[config.mk]
export PLATFORM = sky130hd
export DESIGN_NAME = trail_field_asm
export DESIGN_NICKNAME = d
export VERILOG_FILES = /design/src/rtl/tfa_pkg.sv /design/src/rtl/tfa_len_plan.sv /design/src/rtl/tfa_byte_store.sv /design/src/rtl/tfa_field_extract.sv /design/src/rtl/tfa_seq_ctrl.sv /design/src/rtl/trail_field_asm.sv
export SDC_FILE = /design/constraint.sdc
export NUM_CORES = 1
export LEC_CHECK = 0
export BUFFER_PORTS_ARGS = -buffer_cell sky130_fd_sc_hd__buf_2
export CAP_MARGIN = 40
export CORE_ASPECT_RATIO = 0.75
export CORE_UTILIZATION = 40
export CTS_BUF_LIST = sky130_fd_sc_hd__clkbuf_2 sky130_fd_sc_hd__clkbuf_4 sky130_fd_sc_hd__clkbuf_8
export DETAILED_ROUTE_END_ITERATION = 8
export PLACE_DENSITY = 0.66
export SLEW_MARGIN = 25
export SYNTH_ARGS = -nofsm -noshare
export SYNTH_HDL_FRONTEND = slang
export SYNTH_SLANG_ARGS = --single-unit
[constraint.sdc]
create_clock -name clk -period 2.1 [get_ports clk]
set_input_delay 0 -clock clk [delete_from_list [all_inputs] [get_ports clk]]
set_output_delay 0 -clock clk [all_outputs]
set_load 0.005 [all_outputs]
[src/rtl/tfa_pkg.sv]
// Shared constants and types for the trailing field assembler.
// Assumes byte-wide stream input and 16-bit assembled fields.
package tfa_pkg;
    localparam int BYTE_W    = 8;
    localparam int MAX_BYTES = 4;
    localparam int FIELD_W   = 16;
    localparam int CNT_W     = $clog2(MAX_BYTES + 1);
    localparam int IDX_W     = $clog2(MAX_BYTES);

    typedef enum logic [1:0] {
        OPND_NONE = 2'd0,
        OPND_BYTE = 2'd1,
        OPND_WORD = 2'd2,
        OPND_FAR  = 2'd3
    } opnd_code_e;

    typedef struct packed {
        logic [CNT_W-1:0] disp_n;
        logic [CNT_W-1:0] opnd_n;
        logic [CNT_W-1:0] total;
    } plan_t;
endpackage

[src/rtl/tfa_len_plan.sv]
// Turns the length codes into byte counts for each field.
// A far pointer is treated as a two-byte first field plus a two-byte
// second field; the displacement code is then ignored.
module tfa_len_plan
    import tfa_pkg::*;
(
    input  logic [1:0] disp_len_i,
    input  logic [1:0] opnd_code_i,
    output plan_t      plan_o
);
    // Decode the two codes into per-field byte counts and the total.
    always_comb begin
        plan_o = '0;
        unique case (opnd_code_e'(opnd_code_i))
            OPND_FAR: begin
                plan_o.disp_n = CNT_W'(2);
                plan_o.opnd_n = CNT_W'(2);
            end
            default: begin
                case (disp_len_i)
                    2'd0:    plan_o.disp_n = CNT_W'(0);
                    2'd1:    plan_o.disp_n = CNT_W'(1);
                    default: plan_o.disp_n = CNT_W'(2);
                endcase
                case (opnd_code_i)
                    2'd1:    plan_o.opnd_n = CNT_W'(1);
                    2'd2:    plan_o.opnd_n = CNT_W'(2);
                    default: plan_o.opnd_n = CNT_W'(0);
                endcase
            end
        endcase
        plan_o.total = plan_o.disp_n + plan_o.opnd_n;
    end
endmodule

[src/rtl/tfa_byte_store.sv]
// Small lane store for incoming stream bytes, addressed by arrival index.
// Exposes a write-through view so the byte arriving this cycle is
// visible to the field extractor in the same cycle.
module tfa_byte_store #(
    parameter int BYTE_W = 8,
    parameter int DEPTH  = 4,
    localparam int IDX_W = $clog2(DEPTH)
) (
    input  logic                    clk,
    input  logic                    rst_n,
    input  logic                    clear_i,
    input  logic                    wr_en_i,
    input  logic [IDX_W-1:0]        wr_idx_i,
    input  logic [BYTE_W-1:0]       wr_byte_i,
    output logic [DEPTH*BYTE_W-1:0] view_o
);
    logic [BYTE_W-1:0] lane_q [DEPTH];

    for (genvar g = 0; g < DEPTH; g++) begin : g_lane
        // Hold one stream byte; cleared at reset and on a new collection.
        always_ff @(posedge clk) begin
            if (!rst_n || clear_i) begin
                lane_q[g] <= '0;
            end else if (wr_en_i && (wr_idx_i == IDX_W'(g))) begin
                lane_q[g] <= wr_byte_i;
            end
        end

        // Present the stored byte, or the one being written now.
        assign view_o[g*BYTE_W +: BYTE_W] =
            (wr_en_i && (wr_idx_i == IDX_W'(g))) ? wr_byte_i : lane_q[g];
    end
endmodule

[src/rtl/tfa_field_extract.sv]
// Splits the stored byte stream into the displacement and the operand.
// The first field starts at byte 0 and the second follows it; both are
// low byte first. The displacement always carries its sign upward. A
// one-byte operand is sign-filled only when asked.
module tfa_field_extract
    import tfa_pkg::*;
(
    input  logic [MAX_BYTES*BYTE_W-1:0] view_i,
    input  logic [CNT_W-1:0]            disp_n_i,
    input  logic [CNT_W-1:0]            opnd_n_i,
    input  logic                        sext_opnd_i,
    output logic [FIELD_W-1:0]          disp_o,
    output logic [FIELD_W-1:0]          opnd_o
);
    localparam int FB = FIELD_W / BYTE_W;

    logic [BYTE_W-1:0] lane [MAX_BYTES];
    logic              dsign;
    logic              osign;

    for (genvar g = 0; g < MAX_BYTES; g++) begin : g_unpack
        assign lane[g] = view_i[g*BYTE_W +: BYTE_W];
    end

    // Assemble the displacement field with sign fill above its top byte.
    always_comb begin
        disp_o = '0;
        dsign  = 1'b0;
        if (disp_n_i != '0) begin
            dsign = lane[IDX_W'(disp_n_i - CNT_W'(1))][BYTE_W-1];
        end
        for (int j = 0; j < FB; j++) begin
            if (j < int'(disp_n_i)) begin
                disp_o[j*BYTE_W +: BYTE_W] = lane[j];
            end else begin
                disp_o[j*BYTE_W +: BYTE_W] = {BYTE_W{dsign}};
            end
        end
    end

    // Assemble the operand field from the bytes after the displacement.
    always_comb begin
        opnd_o = '0;
        osign  = 1'b0;
        if ((opnd_n_i == CNT_W'(1)) && sext_opnd_i) begin
            osign = lane[IDX_W'(disp_n_i)][BYTE_W-1];
        end
        for (int j = 0; j < FB; j++) begin
            if ((j < int'(opnd_n_i)) && ((int'(disp_n_i) + j) < MAX_BYTES)) begin
                opnd_o[j*BYTE_W +: BYTE_W] = lane[IDX_W'(int'(disp_n_i) + j)];
            end else begin
                opnd_o[j*BYTE_W +: BYTE_W] = {BYTE_W{osign}};
            end
        end
    end
endmodule

[src/rtl/tfa_seq_ctrl.sv]
// Collection sequencer: accepts a start only when idle, counts the
// bytes still owed, steps the write index and pulses completion.
// Assumes the total is at most MAX_BYTES.
module tfa_seq_ctrl
    import tfa_pkg::*;
(
    input  logic             clk,
    input  logic             rst_n,
    input  logic             start_i,
    input  logic [CNT_W-1:0] total_i,
    input  logic             byte_valid_i,
    output logic             busy_o,
    output logic [CNT_W-1:0] left_o,
    output logic [IDX_W-1:0] idx_o,
    output logic             done_o,
    output logic             start_acc_o,
    output logic             byte_acc_o,
    output logic             last_o
);
    logic             busy_q;
    logic [CNT_W-1:0] left_q;
    logic [IDX_W-1:0] idx_q;
    logic             done_q;

    assign start_acc_o = start_i && !busy_q;
    assign byte_acc_o  = byte_valid_i && busy_q;
    assign last_o      = byte_acc_o && (left_q == CNT_W'(1));

    // Advance the collection state on starts and accepted bytes.
    always_ff @(posedge clk) begin
        if (!rst_n) begin
            busy_q <= 1'b0;
            left_q <= '0;
            idx_q  <= '0;
            done_q <= 1'b0;
        end else begin
            done_q <= 1'b0;
            if (start_acc_o) begin
                idx_q <= '0;
                if (total_i == '0) begin
                    done_q <= 1'b1;
                end else begin
                    busy_q <= 1'b1;
                    left_q <= total_i;
                end
            end else if (byte_acc_o) begin
                left_q <= left_q - CNT_W'(1);
                idx_q  <= idx_q + IDX_W'(1);
                if (last_o) begin
                    busy_q <= 1'b0;
                    done_q <= 1'b1;
                end
            end
        end
    end

    assign busy_o = busy_q;
    assign left_o = left_q;
    assign idx_o  = idx_q;
    assign done_o = done_q;
endmodule

[src/rtl/trail_field_asm.sv]
// Trailing field assembler top. It latches the length plan at an accepted
// start, collects stream bytes under valid/ready and registers the
// assembled displacement and operand at completion.
// Assumes the upstream decoder holds the length inputs valid with start_i.
module trail_field_asm
    import tfa_pkg::*;
(
    input  logic               clk,
    input  logic               rst_n,
    input  logic               start_i,
    input  logic [1:0]         disp_len_i,
    input  logic [1:0]         opnd_code_i,
    input  logic               word_op_i,
    input  logic               io_op_i,
    input  logic               in_valid_i,
    input  logic [BYTE_W-1:0]  in_byte_i,
    output logic               in_ready_o,
    output logic               busy_o,
    output logic [CNT_W-1:0]   bytes_left_o,
    output logic               done_o,
    output logic [FIELD_W-1:0] disp_o,
    output logic [FIELD_W-1:0] opnd_o
);
    plan_t                     plan_in;
    plan_t                     plan_q;
    logic                      sext_q;
    logic                      busy;
    logic [CNT_W-1:0]          left;
    logic [IDX_W-1:0]          idx;
    logic                      start_acc;
    logic                      byte_acc;
    logic                      last_byte;
    logic [MAX_BYTES*BYTE_W-1:0] view;
    logic [FIELD_W-1:0]        disp_nx;
    logic [FIELD_W-1:0]        opnd_nx;
    logic [FIELD_W-1:0]        disp_q;
    logic [FIELD_W-1:0]        opnd_q;

    tfa_len_plan u_plan (
        .disp_len_i  (disp_len_i),
        .opnd_code_i (opnd_code_i),
        .plan_o      (plan_in)
    );

    tfa_seq_ctrl u_ctrl (
        .clk          (clk),
        .rst_n        (rst_n),
        .start_i      (start_i),
        .total_i      (plan_in.total),
        .byte_valid_i (in_valid_i),
        .busy_o       (busy),
        .left_o       (left),
        .idx_o        (idx),
        .done_o       (done_o),
        .start_acc_o  (start_acc),
        .byte_acc_o   (byte_acc),
        .last_o       (last_byte)
    );

    tfa_byte_store #(.BYTE_W(BYTE_W), .DEPTH(MAX_BYTES)) u_store (
        .clk       (clk),
        .rst_n     (rst_n),
        .clear_i   (start_acc),
        .wr_en_i   (byte_acc),
        .wr_idx_i  (idx),
        .wr_byte_i (in_byte_i),
        .view_o    (view)
    );

    tfa_field_extract u_extract (
        .view_i      (view),
        .disp_n_i    (plan_q.disp_n),
        .opnd_n_i    (plan_q.opnd_n),
        .sext_opnd_i (sext_q),
        .disp_o      (disp_nx),
        .opnd_o      (opnd_nx)
    );

    // Capture the length plan and widening rule at an accepted start.
    always_ff @(posedge clk) begin
        if (!rst_n) begin
            plan_q <= '0;
            sext_q <= 1'b0;
        end else if (start_acc) begin
            plan_q <= plan_in;
            sext_q <= word_op_i && !io_op_i;
        end
    end

    // Clear the result on an accepted start and load it on the last byte.
    always_ff @(posedge clk) begin
        if (!rst_n || start_acc) begin
            disp_q <= '0;
            opnd_q <= '0;
        end else if (last_byte) begin
            disp_q <= disp_nx;
            opnd_q <= opnd_nx;
        end
    end

    assign in_ready_o   = busy;
    assign busy_o       = busy;
    assign bytes_left_o = busy ? left : '0;
    assign disp_o       = disp_q;
    assign opnd_o       = opnd_q;
endmodule

==> results.yml <==
run_status:
  status: "completed"
floorplanning:
  start_util_pct: 41.37
  io-pin-count: 56
  die_h_um: 88.90
  coreArea_um2: 9736
  die-area_um2: 10480
  die_w_um: 117.9
  core.rowCount: 31
power:
  seqPwrFrac_pct: 48.5
  p_int_mw: 2.457
  p_clk_share_pct: 37.0
  p_sw_share_pct: 27.60
  ir_drop_v: 0.0003277
  combinationalPowerShare_pct: 14.5
  p_per_area_nw_per_um2: 710.7
  leakage_nw: 2.162
  p_sw_mw: 0.9366
  power_mw: 3.394
global_routing:
  grt_pass1_wl_um: 17970
  grt_max_degree: 43
  grt_pass1_vias: 3249
  overflow: 0
  antenna_found_initial: 0
  grt_usage_pct: 22.58
setup_path:
  arrival_ns: 2.24
  cpLargestDelayFamily: "simple AND/OR/NAND/NOR gates"
  crit_buf_inv: 1
  path_cells: "inv_2 -> ha_4 -> nand3_1 -> a2111oi_0 -> nor4_2 -> nand3_2 -> a31oi_1"
  worst_ep_required_time_ns: 2.37
  worst_setup_path_end_kind: "flip-flop"
  worstSetupPathType: "flip-flop to flip-flop"
  r2r_setup_slack_ns: 0.13
  worstPathMaxFanout: 7
  crit_slowest_cell: "nor4_2"
  critPathLaunchType: "flip-flop"
  max_stage_delay_ns: 0.50
clock_network:
  cts-root-buf: "clkbuf_8"
  numCtsBuffers: 9
  htree_num_levels: 3
  cts_tree: "done"
  clockBufferDepth: 2
  insertion_delay_ns: 0.36
  clk_pin_slew_ns: 0.08
  clkSinkCount: 76
timing:
  period_share_pct: 93.86
  relSlewSlack_pct: 58.83
  finalHoldViolations: 0
  clock.fmax_mhz: 507.3
  drv_slew: 0
  whs_ns: 0.03333
  rsz0062_at_grt: "no"
  min_period_ns: 1.971
  finalSetupViolCount: 0
  tightest_slew_ns: 0.6019
  tns_ns: 0
  skew_ns: 0.01252
synth:
  yosys_warnings: 0
  synth.ff_latch_count: 76
  syn_area_um2: 4028
  netlist_top_cells_area: "edfxtp_1 (24%), dfxtp_1 (22%), nand2_1 (8.9%)"
  synth_top_area_share_pct: 23.86
  async_flop_share_pct: 0
  ys_seq_area_share_pct: 45.73
  synth_edf_count: 32
  syn_area_per_cell_um2: 8.756
  syn_nets: 488
  yosysTopAreaCell: "edfxtp_1"
  ys.flop_type: "dfxtp_1"
  synthCells: 460
  synthDistinctLibCells: 44
drt:
  vias: 3692
  detail_route.wl_per_cell_um: 17.61
  drt_iter0_drc: 462
  drc_errors: 0
  dr.pass1.iters: 5
  via_per_inst: 5.671
  ant_nets: 0
  wl_um: 11460
place:
  io_buffers: 55
  place.gp.congestion: 0.9167
  dp_hpwl_um: 8193
  dpl.cell_count: 630
min_path:
  hp-class: "input pin to flip-flop"
run:
  max_cap_viol_count: 0
layout:
  diodes: 0
  final_cell_count_no_fill: 651
  nets: 542
  drive_gt1_share_pct: 21.58
  area_growth_syn_to_layout_pct: 18.58
  nFillCells: 933
## power by group through the flow
stage / Combinational, mW / Sequential, mW / Clock (mW)
floorplan: 0.302 / 1.66 / 0
global placement: 0.459 / 1.68 / 0
detailed placement: 0.466 / 1.68 / 0
CTS: 0.473 / 1.64 / 1.27
global route: 0.540 / 1.65 / 1.34
finish: 0.494 / 1.65 / 1.25
## flip-flops by register name, indices dropped and copies added, names as in the netlist
name,count
opnd_o,16
u_ctrl.left_o,3
u_ctrl.busy_o,1
u_store.lane_q,32
u_ctrl.idx_o,2
disp_o,16
u_ctrl.done_o,1
sext_q,1
plan_q,4
## worst register-to-register path, cell delays in order (launching register included)
cell,delay [ns]
dfxtp_1,0.41
inv_2,0.08
ha_4,0.17
nand3_1,0.12
a2111oi_0,0.14
nor4_2,0.50
nand3_2,0.25
a31oi_1,0.23
## metal layers
| layer | up-vias | global-route usage (%) | part of all wire, % | wire length, µm |
|---|---|---|---|---|
| met4 | 0 | 5.828 | 0.98 | 112 |
| met5 | - | 0 | 0 | 0 |
| li1 | 1769 | - | - | - |
| met2 | 161 | 31.93 | 42 | 4806 |
| met3 | 12 | 5.230 | 8.0 | 915 |
| met1 | 1750 | 34.24 | 49 | 5630 |
## cell usage in the layout (no fill, tap or decap), drive strengths merged, types with 2 or more instances in the layout
cell / instances
nand2: 96
inv: 9
o21ai: 10
edfxtp: 32
nand4b: 2
nor2: 22
o211ai: 21
a221o: 6
a21oi: 32
nor2b: 3
a31oi: 8
nand3: 24
mux2i: 8
nor3b: 2
dfxtp: 44
ha: 9
clkinv: 3
bufinv: 2
nor3: 2
buf: 78
a2111oi: 4
and4: 4
a211oi: 3
a22oi: 17
clkbuf: 10
nand3b: 4
and2: 4
dlygate4sd3: 4
and3: 46
## Yosys cell counts, types with 2 or more instances
library cell / number
clkbuf_1: 24
dfxtp_1: 44
nand3b_1: 4
a31oi_1: 8
a2111oi_0: 3
buf_2: 8
ha_1: 9
nor2_1: 22
o21ai_0: 10
inv_1: 8
buf_4: 2
a221o_1: 6
nand4b_1: 2
nor3_1: 2
a21oi_1: 32
a22oi_1: 16
o211ai_1: 21
nand2_1: 95
and2_1: 4
mux2i_1: 8
buf_1: 4
nor2b_1: 3
a211oi_1: 3
and3_1: 46
nand3_2: 2
edfxtp_1: 32
nand3_1: 22
and4_1: 4
## cells by family after synthesis
kind of cell             share of synthesized area, %
AND/OR/NAND/NOR                                 26.25
AO/OA/AOI/OAI                                   17.24
flip-flops                                      45.73
buffers and inverters                           5.001
adder cells (fa/ha/maj)                         3.293
multiplexers                                    2.268
XOR/XNOR                                       0.2175
## cell type report
| type | instances | area, µm² | share of cell area (%) |
|---|---|---|---|
| Multi-Input combinational cell | 337 | 2017 | 42.23 |
| Sequential cell | 76 | 1844 | 38.62 |
| Timing Repair Buffer | 82 | 500.5 | 10.48 |
| Tap cell | 132 | 165.2 | 3.458 |
| Clock buffer | 10 | 131.4 | 2.751 |
| Clock inverter | 6 | 87.58 | 1.834 |
| Inverter | 8 | 30.03 | 0.6288 |
## path summary, 6_finish.rpt
path | startpoint | to | cells past startpoint
worst max-delay path | u_ctrl.idx_o[1] | opnd_o[9] | 7
worst min register to register | disp_o[7] | disp_o[7] | 2
worst min-delay path | disp_len_i[0] | plan_q[6] | 4
worst max register to register | u_ctrl.idx_o[1] | opnd_o[9] | 7
## through the flow
stage / setup WS, ns / util [%] / instance area (µm²)
floorplan: 0.09769 / - / 4028
global placement: 0.1198 / 45.98 / 4477
detailed placement: 0.06160 / 45.98 / 4477
CTS: 0.001176 / 48.64 / 4736
global route: 0.007416 / 49.06 / 4776
finish: 0.1289 / 49.06 / 4776
## repair_timing
| action | 4_1_cts | 5_1_grt |
|---|---|---|
| hold buffers | 4 | 0 |
| hold endpoints to repair | 4 | 0 |
| setup endpoints to repair | 0 | 15 |
| resized for setup | 0 | 12 |
| buffers inserted | 0 | 1 |
Power figures use the tool's default switching activity.
